File: src/rtl/sar_port_emu.sv
module sar_port_emu #(
  parameter int DATA_W      = 16,
  parameter int CONV_CYCLES = 24,
  parameter int SYNC_STAGES = 2
) (
  input  logic              clk,
  input  logic              rst_n,
  input  logic              cnv,
  input  logic              sck,
  input  logic              sdi,
  input  logic [DATA_W-1:0] result,
  output logic              sdo_data,
  output logic              sdo_oe
);
  localparam int CW = $clog2(CONV_CYCLES + 1);
  localparam int BW = $clog2(DATA_W + 2);
  localparam logic [BW-1:0] LIM_PLAIN = BW'(DATA_W);
  localparam logic [BW-1:0] LIM_BUSY  = BW'(DATA_W + 1);

  logic [SYNC_STAGES-1:0] cnv_q, sck_q, sdi_q;
  logic cnv_d, sck_d, sel_d;
  logic converting, cs_mode, busy_en, have_data, released, ripple;
  logic [CW-1:0] cnt;
  logic [BW-1:0] nfall;
  logic [DATA_W:0] sh;

  wire cnv_s     = cnv_q[SYNC_STAGES-1];
  wire sck_s     = sck_q[SYNC_STAGES-1];
  wire sdi_s     = sdi_q[SYNC_STAGES-1];
  wire cnv_rise  = cnv_s & ~cnv_d;
  wire sck_fall  = ~sck_s & sck_d;
  wire sel       = ~(cnv_s & sdi_s);
  wire chain_low = ~cnv_s & ~sdi_s;
  wire [BW-1:0] limit    = busy_en ? LIM_BUSY : LIM_PLAIN;
  wire [BW-1:0] nfall_nx = nfall + 1'b1;

  always_ff @(posedge clk or negedge rst_n) begin
    if (!rst_n) begin
      cnv_q <= '0;
      sck_q <= '0;
      sdi_q <= '0;
      cnv_d <= 1'b0;
      sck_d <= 1'b0;
      sel_d <= 1'b1;
    end else begin
      cnv_q <= {cnv_q[SYNC_STAGES-2:0], cnv};
      sck_q <= {sck_q[SYNC_STAGES-2:0], sck};
      sdi_q <= {sdi_q[SYNC_STAGES-2:0], sdi};
      cnv_d <= cnv_s;
      sck_d <= sck_s;
      sel_d <= sel;
    end
  end

  always_ff @(posedge clk or negedge rst_n) begin
    if (!rst_n) begin
      converting <= 1'b0;
      cs_mode    <= 1'b0;
      busy_en    <= 1'b0;
      have_data  <= 1'b0;
      released   <= 1'b0;
      ripple     <= 1'b0;
      cnt        <= '0;
      nfall      <= '0;
      sh         <= '0;
    end else if (converting) begin
      if (cnt == '0) begin
        converting <= 1'b0;
        have_data  <= 1'b1;
        released   <= 1'b0;
        nfall      <= '0;
        if (cs_mode) begin
          busy_en <= sel;
          sh      <= sel ? {1'b0, result} : {result, 1'b0};
        end else begin
          sh     <= {result, 1'b0};
          ripple <= busy_en;
        end
      end else begin
        cnt <= cnt - 1'b1;
      end
    end else if (cnv_rise) begin
      converting <= 1'b1;
      cnt        <= CW'(CONV_CYCLES - 1);
      cs_mode    <= sdi_s;
      busy_en    <= ~sdi_s & sck_s;
      have_data  <= 1'b0;
      released   <= 1'b0;
      ripple     <= 1'b0;
    end else if (have_data) begin
      if (cs_mode) begin
        if (sel_d & ~sel) begin
          released <= 1'b1;
        end else if (sel & ~released & sck_fall) begin
          sh    <= {sh[DATA_W-1:0], 1'b0};
          nfall <= nfall_nx;
          if (nfall_nx == limit) released <= 1'b1;
        end
      end else if (sck_fall) begin
        if (ripple) ripple <= 1'b0;
        else        sh     <= {sh[DATA_W-1:1], sdi_s, 1'b0};
      end
    end
  end

  assign sdo_oe   = have_data & ~converting & (cs_mode ? (sel & ~released) : 1'b1);
  assign sdo_data = cs_mode ? sh[DATA_W] :
                    (chain_low ? 1'b0 : (ripple ? sdi_s : sh[DATA_W]));

  logic [CW:0] conv_age;
  always_ff @(posedge clk or negedge rst_n) begin
    if (!rst_n)          conv_age <= '0;
    else if (converting) conv_age <= conv_age + 1'b1;
    else                 conv_age <= '0;
  end

  p_start_hiz_r3: assert property (@(posedge clk) disable iff (!rst_n)
    (cnv_rise && !converting) |=> !sdo_oe);

  p_conv_len_r3: assert property (@(posedge clk) disable iff (!rst_n)
    $fell(converting) |-> (conv_age == (CW+1)'(CONV_CYCLES)));

  p_mode_hold_r1: assert property (@(posedge clk) disable iff (!rst_n)
    !cnv_rise |=> $stable(cs_mode));

  p_busy_bit_r6: assert property (@(posedge clk) disable iff (!rst_n)
    ($fell(converting) && cs_mode && busy_en && sdo_oe) |-> !sdo_data);

  p_no_overrun_r4: assert property (@(posedge clk) disable iff (!rst_n)
    have_data |-> (nfall <= limit));

  p_chain_low_r9: assert property (@(posedge clk) disable iff (!rst_n)
    (!cs_mode && have_data && !converting && !cnv_s && !sdi_s) |-> (sdo_oe && !sdo_data));
endmodule

File: config.mk
export PLATFORM = sky130hd
export DESIGN_NAME = sar_port_emu
export DESIGN_NICKNAME = d
export VERILOG_FILES = /design/src/rtl/sar_port_emu.sv
export SDC_FILE = /design/constraint.sdc
export NUM_CORES = 1
export LEC_CHECK = 0
export CELL_PAD_IN_SITES_DETAIL_PLACEMENT = 1
export CELL_PAD_IN_SITES_GLOBAL_PLACEMENT = 2
export CORE_ASPECT_RATIO = 1.75
export CORE_MARGIN = 1
export CORE_UTILIZATION = 43
export DETAILED_ROUTE_END_ITERATION = 12
export DONT_BUFFER_PORTS = 1
export PLACE_DENSITY = 0.86
export RECOVER_POWER = 25
export SYNTH_ARGS = -nofsm -noshare
export SYNTH_HDL_FRONTEND = slang
export SYNTH_SLANG_ARGS = --single-unit
File: constraint.sdc
create_clock -name clk -period 3.7 [get_ports clk]
set_clock_uncertainty 0.1 [all_clocks]
set_input_delay 1.11 -clock clk [delete_from_list [all_inputs] [get_ports clk]]
set_output_delay 1.11 -clock clk [all_outputs]
set_load 0.05 [all_outputs]
==> flow_summary.json <==
{
  "drcViolationCount": 0,
  "crit_fanout": 14,
  "setup.worst_path.start": "converting",
  "fmaxAchievable_mhz": 368,
  "drt_iter0_drc": 37,
  "portBuffers": 0,
  "postLayoutSetupSlackWorst_ps": 985,
  "finalPower_mw": 1.86,
  "cts-buffers-inserted": 5,
  "cts_hold_buf": 0,
  "dieArea_mm2": 0.00548,
  "ios": 23,
  "grt_max_degree": 43,
  "synth_edf_count": 0,
  "layout_min_cycle_time_ps": 2710,
  "post-dp-hpwl_um": 3620,
  "fin_setup_tns_ps": 0,
  "filler_cell_count": 557,
  "cts.clk_slew.worst_paths_ps": 80,
  "totalWireLength_um": 5140,
  "rr_worst_depth": 6,
  "ant_nets": 0,
  "rows": 34,
  "crit_path_end_kind": "primary output",
  "ys_warn_count": 0,
  "cts_tree": "yes",
  "final-hold-violation-count": 0,
  "h-tree-depth": 2,
  "drive_gt1_share_pct": 17.0,
  "grt_pass1_vias": 1871,
  "slew_headroom_pct": 53.5,
  "tightestPinTransition_ps": 695,
  "initial_core_util_pct": 44.7,
  "wl_met3_um": 134,
  "drt_first_pass_iters": 4,
  "layout_commonest_cell": "dfrtp_1",
  "grt_use_total_pct": 20.8,
  "pre_cts_ws_ps": 1200,
  "grt_pass1_wl_um": 8940,
  "met2WireLength_um": 2990,
  "met1Wirelength_um": 1900,
  "critPathKind": "flop to primary output",
  "crit_path_end": "sdo_oe",
  "top_layer_used": "met4",
  "critical_path_arrival_ps": 1500,
  "final_cell_mix": "dfrtp_1, a21oi_1, nand2_1, nor2_1, mux2_4",
  "start_kind": "flop",
  "synth_top_area_share_pct": 46.1,
  "hold_path_class": "flop to flop",
  "irDropWorstVdd_uv": 390,
  "core_mm2": 0.00498,
  "antenna_found_initial": 0,
  "ys_seq_area_share_pct": 47.2,
  "gr-total-overflow": 0,
  "power_density_mw_per_mm2": 784,
  "final_cell_count_no_fill": 278,
  "synth_cells": 223,
  "synth.avg_cell_area_um2": 9.99,
  "cts.sinks": 42,
  "async_reset_ff_share_pct": 100,
  "yosys_register_bits": 42,
  "drv_cap": 0,
  "reg2reg_to": "sh[1]",
  "synth_ff_type": "dfrtp_1",
  "yosysTopAreaCell": "dfrtp_1",
  "root_buffer": "clkbuf_8",
  "leakage_nw": 1.08,
  "gp_congestion": 0.767,
  "worst_r2r_startpoint": "cnt[0]",
  "wire_per_inst_um": 18.5,
  "synth_cell_types": 42,
  "netlist_area_mm2": 0.00223,
  "clk_latency_ps": 290,
  "rsz0062_at_grt": "no",
  "maxSlewViolCount": 0,
  "n_antenna_cell": 0,
  "via_per_inst": 5.79,
  "synthTopCellsByArea": "dfrtp_1, a21oi_1, mux2_4",
  "post_cts_buffers": 0,
  "fin_crit_sh_pct": 73.4,
  "vias": 1609,
  "cp.required_ps": 2490,
  "die_h_um": 97.2,
  "area_growth_pct": 6.80,
  "nets": 247,
  "outcome": "finished clean",
  "r2r_slack_ps": 1180,
  "setup_viol": 0,
  "ctsResizeCount": 0,
  "clockBufferDepth": 2,
  "die_w_um": 56.4,
  "post-route-util_pct": 47.8,
  "dp_cells": 270,
  "syn-num-nets": 247
}
[Yosys cell counts, types with 2 or more instances]
master,instances
a21oi_1,39
a31oi_1,3
and3_1,3
clkbuf_1,10
dfrtp_1,41
ha_1,3
inv_1,7
mux2_2,9
mux2_4,10
mux2i_1,3
nand2_1,24
nand2b_1,3
nand3_1,6
nor2_1,22
nor2b_1,3
nor3_1,2
o21a_1,2
o21ai_0,6
xor2_1,4
[layer usage]
| metal | track usage, % | up-vias |
|---|---|---|
| met5 | 0 | - |
| met3 | 3.33 | 7 |
| met4 | 7.88 | 0 |
| met2 | 39.5 | 21 |
| li1 | - | 772 |
| met1 | 22.2 | 809 |
[kinds of logic (layout without fill, tap and decap cells)]
group / after synthesis / count (layout) / synth area share [%]
DFF: 42 / 42 / 47.2
buffers and inverters: 19 / 20 / 3.99
xor gates and xnor gates: 5 / 5 / 1.97
and+or+nand+nor: 70 / 70 / 15.5
muxes: 22 / 22 / 12.6
adders and majority gates: 3 / 3 / 1.69
AOI/OAI and AO/OA: 62 / 62 / 17.0
[per-stage QoR]
step           hold slack, ps  instance area, um^2
3_3_place_gp              232                 2270
5_1_grt                   265                 2380
6_report                  260                 2380
4_1_cts                   263                 2380
2_1_floorplan             231                 2230
3_5_place_dp              239                 2270
[sequential cells by signal (all words and copies together) (netlist names), 2 cells and up]
| name | flops |
|---|---|
| sh | 17 |
| cnv_q | 2 |
| cnt | 5 |
| sck_q | 2 |
| sdi_q | 2 |
| nfall | 5 |
[where the power goes]
group	switching (mW)	total (mW)	internal, mW
Combinational	0.391	0.750	0.360
Clock	0.160	0.359	0.199
Sequential	0.144	0.756	0.612
[layout make-up]
type | instances | area [um^2] | share of cell area, %
clock buffers | 5 | 68.8 | 2.89
clock inverters | 3 | 40.0 | 1.68
inverters | 7 | 26.3 | 1.10
multi-input cells | 162 | 1090 | 45.7
flip-flops and latches | 42 | 1050 | 44.2
well taps | 54 | 67.6 | 2.84
repair buffers | 5 | 37.5 | 1.58
[worst max-delay path: stages, from the launching register on]
cell,delay (ps)
dfrtp_1,570
nand2b_1,290
a21oi_1,140
buf_4,210
[how the worst min path moves through the flow]
| stage | start | depth (start not counted) | endpoint | slack, ps |
|---|---|---|---|---|
| after floorplan | cnv_q[0] | 0 | cnv_q[1] | 230 |
| after global placement | sck_q[0] | 0 | sck_q[1] | 230 |
| after detailed placement | sck_q[0] | 0 | sck_q[1] | 240 |
| after CTS | cnv_q[0] | 0 | cnv_q[1] | 260 |
| after global routing | cnv_q[0] | 0 | cnv_q[1] | 270 |
| final | cnv_q[0] | 0 | cnv_q[1] | 260 |
Power figures use the tool's default switching activity.
